### src/rtl/wtc_pkg.sv
package wtc_pkg;

  typedef enum logic [1:0] {
    WTC_IDLE = 2'd0,
    WTC_REQ  = 2'd1,
    WTC_WAIT = 2'd2
  } wtc_state_e;

  // Extract a w-bit field starting at bit lo.
  function automatic logic [63:0] wtc_field(input logic [63:0] a,
                                            input int unsigned lo,
                                            input int unsigned w);
    logic [63:0] mask;
    mask = (64'd1 << w) - 64'd1;
    return (a >> lo) & mask;
  endfunction

  // Clear the low lo bits (block base or word alignment).
  function automatic logic [63:0] wtc_align(input logic [63:0] a,
                                            input int unsigned lo);
    return (a >> lo) << lo;
  endfunction

endpackage

### src/rtl/wtc_tag_store.sv
module wtc_tag_store #(
  parameter int LINES    = 16,
  parameter int IDX_BITS = 4,
  parameter int TAG_BITS = 24
) (
  input  logic                clk,
  input  logic                rst_n,
  input  logic [IDX_BITS-1:0] p_idx,
  output logic                p_valid,
  output logic [TAG_BITS-1:0] p_tag,
  input  logic [IDX_BITS-1:0] s_idx,
  output logic                s_valid,
  output logic [TAG_BITS-1:0] s_tag,
  input  logic                fill_en,
  input  logic [IDX_BITS-1:0] fill_idx,
  input  logic [TAG_BITS-1:0] fill_tag,
  input  logic                inv_en,
  input  logic [IDX_BITS-1:0] inv_idx
);

  logic [LINES-1:0]    valid_q;
  logic [TAG_BITS-1:0] tag_q [LINES];

  for (genvar i = 0; i < LINES; i++) begin : g_line
    always_ff @(posedge clk) begin
      if (!rst_n) begin
        valid_q[i] <= 1'b0;
      end else if (fill_en && fill_idx == IDX_BITS'(i)) begin
        valid_q[i] <= 1'b1;
      end else if (inv_en && inv_idx == IDX_BITS'(i)) begin
        valid_q[i] <= 1'b0;
      end
    end
  end

  always_ff @(posedge clk) begin
    if (fill_en) tag_q[fill_idx] <= fill_tag;
  end

  // Processor port and snoop port read independently.
  assign p_valid = valid_q[p_idx];
  assign p_tag   = tag_q[p_idx];
  assign s_valid = valid_q[s_idx];
  assign s_tag   = tag_q[s_idx];

endmodule

### src/rtl/wtc_data_store.sv
module wtc_data_store #(
  parameter int LINES     = 16,
  parameter int WORDS     = 4,
  parameter int DW        = 32,
  parameter int IDX_BITS  = 4,
  parameter int WOFF_BITS = 2
) (
  input  logic                   clk,
  input  logic [IDX_BITS-1:0]    rd_idx,
  input  logic [WOFF_BITS-1:0]   rd_word,
  output logic [DW-1:0]          rd_data,
  input  logic                   blk_we,
  input  logic [IDX_BITS-1:0]    blk_idx,
  input  logic [WORDS*DW-1:0]    blk_data,
  input  logic                   wd_we,
  input  logic [IDX_BITS-1:0]    wd_idx,
  input  logic [WOFF_BITS-1:0]   wd_word,
  input  logic [DW-1:0]          wd_data
);

  logic [WORDS*DW-1:0] line_q [LINES];

  always_ff @(posedge clk) begin
    if (blk_we) begin
      line_q[blk_idx] <= blk_data;
    end else if (wd_we) begin
      line_q[wd_idx][int'(wd_word)*DW +: DW] <= wd_data;
    end
  end

  assign rd_data = line_q[rd_idx][int'(rd_word)*DW +: DW];

endmodule

### src/rtl/wtc_ctrl.sv
module wtc_ctrl
  import wtc_pkg::*;
(
  input  logic clk,
  input  logic rst_n,
  input  logic cpu_valid,
  input  logic cpu_we,
  input  logic p_hit,
  input  logic snoop_kill,
  input  logic bus_gnt,
  input  logic bus_done,
  output logic bus_req,
  output logic issue,
  output logic ready_hit,
  output logic ready_bus,
  output logic fill_en,
  output logic wword_en,
  output logic is_idle
);

  wtc_state_e state_q, state_d;

  always_comb begin
    state_d   = state_q;
    bus_req   = 1'b0;
    issue     = 1'b0;
    ready_hit = 1'b0;
    ready_bus = 1'b0;
    fill_en   = 1'b0;
    wword_en  = 1'b0;
    unique case (state_q)
      WTC_IDLE: begin
        if (cpu_valid) begin
          if (!cpu_we && p_hit && !snoop_kill) ready_hit = 1'b1;
          else                                 state_d   = WTC_REQ;
        end
      end
      WTC_REQ: begin
        bus_req = 1'b1;
        if (bus_gnt) begin
          issue   = 1'b1;
          state_d = WTC_WAIT;
        end
      end
      WTC_WAIT: begin
        bus_req = 1'b1;
        if (bus_done) begin
          ready_bus = 1'b1;
          fill_en   = !cpu_we;
          wword_en  = cpu_we && p_hit && !snoop_kill;
          state_d   = WTC_IDLE;
        end
      end
      default: state_d = WTC_IDLE;
    endcase
  end

  always_ff @(posedge clk) begin
    if (!rst_n) state_q <= WTC_IDLE;
    else        state_q <= state_d;
  end

  assign is_idle = (state_q == WTC_IDLE);

endmodule

### src/rtl/wtc_snoop_cache.sv
module wtc_snoop_cache
  import wtc_pkg::*;
#(
  parameter int          LINES = 16,
  parameter int          WORDS = 4,
  parameter int          DW    = 32,
  parameter int          AW    = 32,
  parameter int          ID_W  = 2,
  parameter logic [1:0]  MY_ID = 2'd2
) (
  input  logic                clk,
  input  logic                rst_n,
  input  logic                cpu_valid,
  input  logic                cpu_we,
  input  logic [AW-1:0]       cpu_addr,
  input  logic [DW-1:0]       cpu_wdata,
  output logic                cpu_ready,
  output logic [DW-1:0]       cpu_rdata,
  output logic                bus_req,
  input  logic                bus_gnt,
  output logic                m_valid,
  output logic                m_we,
  output logic [AW-1:0]       m_addr,
  output logic [DW-1:0]       m_wdata,
  output logic [ID_W-1:0]     m_id,
  input  logic                snp_valid,
  input  logic                snp_we,
  input  logic [AW-1:0]       snp_addr,
  input  logic [ID_W-1:0]     snp_id,
  input  logic                bus_done,
  input  logic [WORDS*DW-1:0] bus_rdata
);

  localparam int BYTE_BITS = $clog2(DW / 8);
  localparam int WOFF_BITS = $clog2(WORDS);
  localparam int OFF_BITS  = BYTE_BITS + WOFF_BITS;
  localparam int IDX_BITS  = $clog2(LINES);
  localparam int TAG_BITS  = AW - OFF_BITS - IDX_BITS;
  localparam logic [ID_W-1:0] OWN_ID = ID_W'(MY_ID);

  // Address decode via package functions
  logic [63:0] cpu_a64, snp_a64;
  logic [63:0] f_cidx, f_ctag, f_cword, f_sidx, f_stag, f_base, f_waddr;
  assign cpu_a64 = 64'(cpu_addr);
  assign snp_a64 = 64'(snp_addr);
  assign f_cidx  = wtc_field(cpu_a64, OFF_BITS, IDX_BITS);
  assign f_ctag  = wtc_field(cpu_a64, OFF_BITS + IDX_BITS, TAG_BITS);
  assign f_cword = wtc_field(cpu_a64, BYTE_BITS, WOFF_BITS);
  assign f_sidx  = wtc_field(snp_a64, OFF_BITS, IDX_BITS);
  assign f_stag  = wtc_field(snp_a64, OFF_BITS + IDX_BITS, TAG_BITS);
  assign f_base  = wtc_align(cpu_a64, OFF_BITS);
  assign f_waddr = wtc_align(cpu_a64, BYTE_BITS);

  logic [IDX_BITS-1:0]  c_idx, s_idx;
  logic [TAG_BITS-1:0]  c_tag, s_tagin;
  logic [WOFF_BITS-1:0] c_word;
  assign c_idx   = f_cidx[IDX_BITS-1:0];
  assign c_tag   = f_ctag[TAG_BITS-1:0];
  assign c_word  = f_cword[WOFF_BITS-1:0];
  assign s_idx   = f_sidx[IDX_BITS-1:0];
  assign s_tagin = f_stag[TAG_BITS-1:0];

  // Tag store: processor port + snoop port
  logic                p_valid, s_valid;
  logic [TAG_BITS-1:0] p_tag, s_tag;
  logic                p_hit;

  // Named internal events (observed by the checker)
  logic ev_snoop_inv;
  logic ev_race;
  logic ev_fill;
  logic snoop_kill;

  logic issue, ready_hit, ready_bus, wword_en, ctl_idle;

  assign p_hit        = p_valid && (p_tag == c_tag);
  assign ev_snoop_inv = snp_valid && snp_we && (snp_id != OWN_ID) &&
                        s_valid && (s_tag == s_tagin);
  assign snoop_kill   = ev_snoop_inv && (s_idx == c_idx);
  assign ev_race      = cpu_valid && !cpu_we && ctl_idle && p_hit && snoop_kill;

  wtc_tag_store #(
    .LINES(LINES), .IDX_BITS(IDX_BITS), .TAG_BITS(TAG_BITS)
  ) u_tags (
    .clk      (clk),
    .rst_n    (rst_n),
    .p_idx    (c_idx),
    .p_valid  (p_valid),
    .p_tag    (p_tag),
    .s_idx    (s_idx),
    .s_valid  (s_valid),
    .s_tag    (s_tag),
    .fill_en  (ev_fill),
    .fill_idx (c_idx),
    .fill_tag (c_tag),
    .inv_en   (ev_snoop_inv),
    .inv_idx  (s_idx)
  );

  logic [DW-1:0] arr_word, bus_word;

  wtc_data_store #(
    .LINES(LINES), .WORDS(WORDS), .DW(DW),
    .IDX_BITS(IDX_BITS), .WOFF_BITS(WOFF_BITS)
  ) u_data (
    .clk      (clk),
    .rd_idx   (c_idx),
    .rd_word  (c_word),
    .rd_data  (arr_word),
    .blk_we   (ev_fill),
    .blk_idx  (c_idx),
    .blk_data (bus_rdata),
    .wd_we    (wword_en),
    .wd_idx   (c_idx),
    .wd_word  (c_word),
    .wd_data  (cpu_wdata)
  );

  wtc_ctrl u_ctrl (
    .clk        (clk),
    .rst_n      (rst_n),
    .cpu_valid  (cpu_valid),
    .cpu_we     (cpu_we),
    .p_hit      (p_hit),
    .snoop_kill (snoop_kill),
    .bus_gnt    (bus_gnt),
    .bus_done   (bus_done),
    .bus_req    (bus_req),
    .issue      (issue),
    .ready_hit  (ready_hit),
    .ready_bus  (ready_bus),
    .fill_en    (ev_fill),
    .wword_en   (wword_en),
    .is_idle    (ctl_idle)
  );

  assign bus_word  = bus_rdata[int'(c_word)*DW +: DW];
  assign cpu_ready = ready_hit || ready_bus;
  assign cpu_rdata = ready_bus ? bus_word : arr_word;

  // Bus issue side
  assign m_valid = issue;
  assign m_we    = issue && cpu_we;
  assign m_addr  = issue ? (cpu_we ? f_waddr[AW-1:0] : f_base[AW-1:0]) : '0;
  assign m_wdata = (issue && cpu_we) ? cpu_wdata : '0;
  assign m_id    = OWN_ID;

endmodule

### config.mk
export PLATFORM = sky130hd
export DESIGN_NAME = wtc_snoop_cache
export DESIGN_NICKNAME = d
export VERILOG_FILES = /design/src/rtl/wtc_pkg.sv /design/src/rtl/wtc_tag_store.sv /design/src/rtl/wtc_data_store.sv /design/src/rtl/wtc_ctrl.sv /design/src/rtl/wtc_snoop_cache.sv
export SDC_FILE = /design/constraint.sdc
export NUM_CORES = 2
export LEC_CHECK = 0
export BUFFER_PORTS_ARGS = -buffer_cell sky130_fd_sc_hd__buf_4
export CAP_MARGIN = 5
export CORE_UTILIZATION = 62
export CTS_CLUSTER_DIAMETER = 50
export CTS_CLUSTER_SIZE = 8
export DETAILED_ROUTE_END_ITERATION = 10
export PLACE_DENSITY = 0.8
export SLEW_MARGIN = 25
export SYNTH_ARGS = -nofsm -noshare
export SYNTH_HDL_FRONTEND = slang
export SYNTH_SLANG_ARGS = --single-unit
### constraint.sdc
create_clock -name clk -period 6.5 [get_ports clk]
set_input_delay 0.65 -clock clk [delete_from_list [all_inputs] [get_ports clk]]
set_output_delay 0.65 -clock clk [all_outputs]
set_load 0.01 [all_outputs]
# == Word-level counts from Yosys, hierarchy flattened ==
# Memory sizes are Yosys's and may differ from the RTL's.
# Index checks and enable logic that the tools add are counted.
# op_classes
addsub,1
shifts,4
muxes,190
n_bitwise,128
mul,0
div,0
order_cmp,2
n_eq_ne,40
n_reduce_logical,67
# op_table
op,count
128-bit by 8-bit variable part select with 32-bit output,2
1-bit 2-to-1 mux,178
128-bit 2-to-1 mux,1
1-bit bitwise OR,128
"32-bit by 33-bit variable shift with 128-bit output, first input constant",1
32-bit by 33-bit variable part select with 128-bit output,1
32-bit 2-to-1 mux,3
"4-bit == test, second input constant",16
24-bit == test,2
1-bit logical AND,43
7-bit negation with 33-bit output,1
"4-bit by 3-bit == test with 1-bit output, second input constant",8
2-bit nonzero test,16
"4-bit by 2-bit == test with 1-bit output, second input constant",4
"4-bit by 5-bit less-than comparator with 1-bit output, second input constant",2
"2-bit != test, second input constant",5
1-bit binary-select mux with 4-bit select,2
"4-bit by 1-bit == test with 1-bit output, second input constant",2
4-bit zero test,2
2-bit 2-to-1 mux,4
2-bit case mux with 3 select lines,1
4-bit == test,1
4-bit 2-to-1 mux,1
4-bit AND reduction,1
other kinds (6),7
# word_totals
memories,2
latchBits,0
regBits,18
ramBits,2432
elab_cells,451
mem_bits_ro,0
# memory_table
name,words,width,rd,rd_ports_with_merged_regs,wr,line_no,text
u_data.line_q,16,128,1,0,1,wtc_data_store.sv:21,logic [WORDS*DW-1:0] line_q [LINES];
u_tags.tag_q,16,24,2,0,1,wtc_tag_store.sv:22,logic [TAG_BITS-1:0] tag_q [LINES];

# == Logic depth before layout (Yosys ltp) ==
# depth
word_depth,13
depth_mapped,17

# == Modules after synthesis ==
# Synthesis repeated with hierarchy kept, for this count alone.
# hier_totals
hier_cells,4948
hier_area_um2,100864.2
# modules_own_cells
mod,instances,cells_per_inst,seq_area_each_um2,area_each_um2
wtc_data_store,1,3796,61499.0,80078.1
wtc_tag_store,1,890,11851.4,18132.4
wtc_snoop_cache,1,237,0.0,2409.8
wtc_ctrl,1,25,40.0,244.0

# == Worst setup path after synthesis ==
# OpenSTA, ideal clock, no wires.
# synth_path
kind,input to register
from,input port cpu_addr[4]
to,"memory u_data.line_q[10][100] (netlist name), enable pin"
arrival_time_ns,4.574
path_buffers,5
slack_ns,1.505
stages,14
cell_sequence,buf_6 > buf_8 > buf_4 > mux4_2 > xnor2_1 > o21ai_0 > a2111oi_2 > nand4_1 > nor3_4 > o2111ai_2 > and2_1 > buf_6 > buf_6 > nor2_1
# synth_between
elab_chain_len,11
word_cells_on_any_way,16
cone_classes,eq/ne: 2; mux: 7; bitwise: 1; reduce/logical: 5; memory: 1
# synth_lines
item,line_no,text
"start, declared",wtc_snoop_cache.sv:15,"input logic [AW-1:0] cpu_addr,"
memory 16 x 24 bit or 1-bit binary-select mux with 4-bit select (tied branches),n/a,
24-bit == test or 1-bit 2-to-1 mux (tied branches),"wtc_snoop_cache.sv:76, wtc_tag_store.sv:41",
1-bit logical AND,wtc_snoop_cache.sv:76,assign p_hit = p_valid && (p_tag == c_tag);
1-bit logical AND (2 in series),wtc_ctrl.sv:50,wword_en = cpu_we && p_hit && !snoop_kill;
1-bit 2-to-1 mux,wtc_ctrl.sv:47,if (bus_done) begin
1-bit 2-to-1 mux,wtc_ctrl.sv:31,unique case (state_q)
1-bit 2-to-1 mux,wtc_data_store.sv:26,end else if (wd_we) begin
1-bit 2-to-1 mux,wtc_data_store.sv:24,if (blk_we) begin
128-bit 2-to-1 mux (implied by the code),wtc_data_store.sv:27,line_q[wd_idx][int'(wd_word)*DW +: DW] <= wd_data;
1-bit bitwise OR (no line),n/a,
"end, declared",wtc_data_store.sv:21,
# Parallel ways exist; a longest one is shown, timed or not. The select of a mux whose other input is x is not followed.

# == Worst setup path in the final report ==
# layout_path
from,input port cpu_addr[7]
to,output port cpu_ready
# layout_between
elab_chain_len,9
word_cells_on_any_way,14
cone_classes,eq/ne: 2; mux: 5; reduce/logical: 6; memory: 1
# layout_lines
item,line_no,text
memory 16 x 24 bit or 1-bit binary-select mux with 4-bit select (tied branches),n/a,
24-bit == test or 1-bit 2-to-1 mux (tied branches),"wtc_snoop_cache.sv:76, wtc_tag_store.sv:41",
1-bit logical AND,wtc_snoop_cache.sv:76,
1-bit logical AND,wtc_ctrl.sv:34,if (!cpu_we && p_hit && !snoop_kill) ready_hit = 1'b1;
1-bit logical AND *,wtc_ctrl.sv:34,
1-bit 2-to-1 mux *,wtc_ctrl.sv:34,
1-bit 2-to-1 mux *,wtc_ctrl.sv:33,if (cpu_valid) begin
1-bit 2-to-1 mux *,wtc_ctrl.sv:31,
1-bit logical OR *,wtc_snoop_cache.sv:138,assign cpu_ready = ready_hit || ready_bus;
"end, declared",wtc_snoop_cache.sv:17,"output logic cpu_ready,"
# Mark *: on every way between the ends. The rest lies on a longest branch, timed or not. The select of a mux whose other input is x is not followed.

==> reports/qor.yml <==
timing:
  setup_violations: 0
  fmax_mhz: 174
  final.min_clock_period_ps: 5740
  finalCritPeriodShare_pct: 88.4
  hold_viol: 0
  worstMarginPinSlew_ps: 1160
  setup_tns_ps: 0
  slew_violations: 0
  slew_headroom_pct: 22.7
  rsz0062_at_grt: "false"
  setup_ws_ps: 755
  finalClockSkew_ps: 81.8
  holdWs_ps: 54.6
cts:
  cts_tree: "built"
  cts_made_buffers: 359
  clock_path_buffers: 4
  ctsHtreeMaxLevel: 5
  cts_resized: 0
  cts.sinks: 2450
  postCtsSetupBuffers: 0
  clk_latency_ps: 960
  clk_root_buffer_cell: "clkbuf_16"
  postCtsHoldBufs: 0
  clkSlewWorstSetupHoldPaths_ps: 50
power:
  leakagePower_nw: 38.5
  p_comb_share_pct: 7.6
  power_frac_seq_pct: 47.7
  p_per_area_nw_per_um2: 310
  vdd_drop_max_v: 0.000366
  swShare_pct: 22.5
  p_total_mw: 36.7
  clkPwrFrac_pct: 44.8
  switchingPower_mw: 8.25
  p_int_mw: 28.4
floorplanning:
  io_pins: 336
  core_area_sq_um: 164000
  rows: 148
  die-area_sq_um: 167000
  die_w_um: 409
  initial_core_util_pct: 62.7
  dieHeight_um: 409
hold_path:
  min_path_type: "in2reg"
placed_design:
  portBuffers: 325
  pre_cts_ws_ps: 791
  routabilityCongestion: 0.949
  placed_cells: 7313
  dpl.hpwl_mm: 173
  dpl_cell_area_sq_um: 109000
grt:
  grt_overflow_total: 0
  grt_usage_pct: 39.4
  grt_max_degree: 131
  grt_pass1_vias: 59985
  grt_pass1_wl_mm: 452
  antenna_found_initial: 39
critical_path:
  worstSetupPathType: "in2out"
  r2r-end: "u_data.line_q[15][75]"
  startpoint: "cpu_addr[7]"
  endpoint_kind: "primary output"
  cp-start-kind: "primary input"
  r2r_setup_slack_ps: 1640
  critPathArrivalTime_ps: 5090
  r2r-start: "u_tags.tag_q[4][11]"
  cp-endpoint: "cpu_ready"
  critPathRequiredTime_ps: 5850
  r2r_cells: 12
  cp_max_fo: 59
yosys:
  synth.distinct_cells: 84
  syn_area_sq_um: 103000
  synth_compound_area_share_pct: 2.37
  async_flop_share_pct: 0
  synthFlopType: "edfxtp_1"
  synthMuxAreaShare_pct: 20.4
  synth_xor_area_share_pct: 0.453
  synth.yosys.seq_area_share_pct: 71.6
  synth-adder-area-share_pct: 0.110
  synth-seq-cells: 2450
  synth_simple_gate_area_share_pct: 3.28
  synthCells: 4932
  synth_top_family_by_area: "multiplexers"
  synth_edf_count: 2432
  avgSynthCellArea_sq_um: 20.8
  ys_warn_count: 0
detailed_routing:
  drcViolationCount: 0
  via_per_inst: 7.69
  wirelength_mm: 327
  drt-pass1-iter-count: 6
  ant_nets: 0
  drt_iter0_drc: 10041
  vias: 59600
  avgRoutedWirePerCell_um: 42.2
layout:
  final_core_util_pct: 72.4
  fin_area_sq_um: 118000
  final_cells: 7746
  syn2layout_area_growth_pct: 15.5
  nets: 5742
  drive_gt1_share_pct: 36.4
job:
  drv_cap: 0
outcome:
  status: "finished clean"
## cell usage in the layout (no fill, tap or decap), drive strengths merged, types with 7 or more instances in the layout
cell type / synthesis / layout
a21oi: 12 / 12
nor2b: 11 / 11
ha: 9 / 9
clkbuf: 146 / 393
mux2i: 156 / 156
o2111ai: 8 / 8
clkinv: 2 / 10
edfxtp: 2432 / 2432
and3: 36 / 36
inv: 25 / 28
a22oi: 41 / 41
nand2b: 10 / 10
a221oi: 8 / 8
nor4: 9 / 9
nand2: 421 / 421
and2: 44 / 44
xor2: 18 / 18
nand3: 20 / 20
o21a: 27 / 27
nor2: 112 / 112
diode: 0 / 25
buf: 164 / 514
o22ai: 24 / 24
mux4: 842 / 842
nand4: 7 / 7
mux2: 34 / 34
nor3: 24 / 24
o31a: 8 / 8
o21ai: 145 / 145
dfxtp: 18 / 18
xnor2: 35 / 35
a31oi: 7 / 7
## synth_stat cells, types with 8 or more instances
cell type | instances | area share (%)
a21oi_1 | 12 | 0.059
a221oi_1 | 8 | 0.068
a22oi_1 | 40 | 0.29
and2_1 | 43 | 0.26
and3_1 | 36 | 0.22
buf_1 | 12 | 0.044
buf_12 | 8 | 0.16
buf_2 | 92 | 0.45
buf_4 | 14 | 0.10
buf_6 | 32 | 0.35
clkbuf_1 | 146 | 0.53
dfxtp_1 | 18 | 0.35
edfxtp_1 | 2432 | 71
ha_1 | 9 | 0.11
inv_1 | 24 | 0.088
mux2_2 | 34 | 0.37
mux2i_1 | 156 | 1.5
mux4_2 | 842 | 18
nand2_1 | 357 | 1.3
nand2_2 | 64 | 0.39
nand2b_1 | 10 | 0.061
nand3_1 | 20 | 0.098
nor2_1 | 100 | 0.37
nor2_2 | 11 | 0.067
nor2b_1 | 11 | 0.067
nor3_1 | 23 | 0.11
o21a_1 | 27 | 0.20
o21ai_0 | 17 | 0.083
o21ai_1 | 64 | 0.31
o21ai_2 | 64 | 0.55
o22ai_1 | 24 | 0.15
o31a_1 | 8 | 0.068
xnor2_1 | 35 | 0.30
xor2_1 | 18 | 0.15
## power groups by stage
stage / sequential, mW / combinational, mW / clock (mW)
after floorplan: 17.8 / 1.49 / 0
after global placement: 17.8 / 2.56 / 0
after detailed placement: 17.8 / 2.62 / 0
after CTS: 17.5 / 2.69 / 16.4
after global routing: 17.5 / 2.82 / 17.0
final: 17.5 / 2.77 / 16.4
## worst min path at each step
| stage | startpoint | depth (start not counted) | end |
|---|---|---|---|
| 2_1_floorplan | u_ctrl.state_q[1] | 2 | u_ctrl.state_q[1] |
| 3_3_place_gp | u_ctrl.state_q[1] | 2 | u_ctrl.state_q[1] |
| 3_5_place_dp | u_ctrl.state_q[1] | 2 | u_ctrl.state_q[1] |
| 4_1_cts | cpu_addr[20] | 1 | u_tags.tag_q[5][12] |
| 5_1_grt | cpu_addr[20] | 1 | u_tags.tag_q[5][12] |
| 6_report | cpu_addr[20] | 1 | u_tags.tag_q[5][12] |
## registers in the layout, summed over array words and instances, names as in the netlist
register and count:
u_tags.tag_q 384, u_tags.valid_q 16, u_data.line_q 2048, u_ctrl.state_q 2
## critical path: stages
cell and delay (ps):
buf_4 650, buf_4 400, mux4_2 350, a22oi_1 470
nor2_1 110, nor2_1 110, nand4b_1 120, or3_1 360
nor4_1 400, and3_1 290, nand3_1 600, nand2_1 250
buf_4 150
## cell families (layout without fill, tap and decap cells)
kind of cell / Yosys count / count (layout)
DFF: 2450 / 2450
other: 2 / 29
AOI/OAI and AO/OA: 331 / 331
xor gates and xnor gates: 53 / 53
and+or+nand+nor: 718 / 718
buffers and inverters: 337 / 949
muxes: 1032 / 1032
adders and majority gates: 9 / 9
## routing by layer
layer  global-route usage [%]  share of wire, %  vias up
met5                        0             0.057        -
met4                     25.9               7.9       30
met3                     13.5                15     1454
met2                     60.0                46     6259
met1                     48.4                31    30199
li1                         -                 -    21658
## cell type report
cell class                 count  area, sq um
antenna                       25         62.6
clock buffer                 393         9200
clock inverter                15          205
fill                        8535        45100
inverter                      27          109
multi-input combinational   2147        28000
sequential                  2450        73400
tap                         2175         2720
timing repair buffer         514         4700
Power figures use the tool's default switching activity.
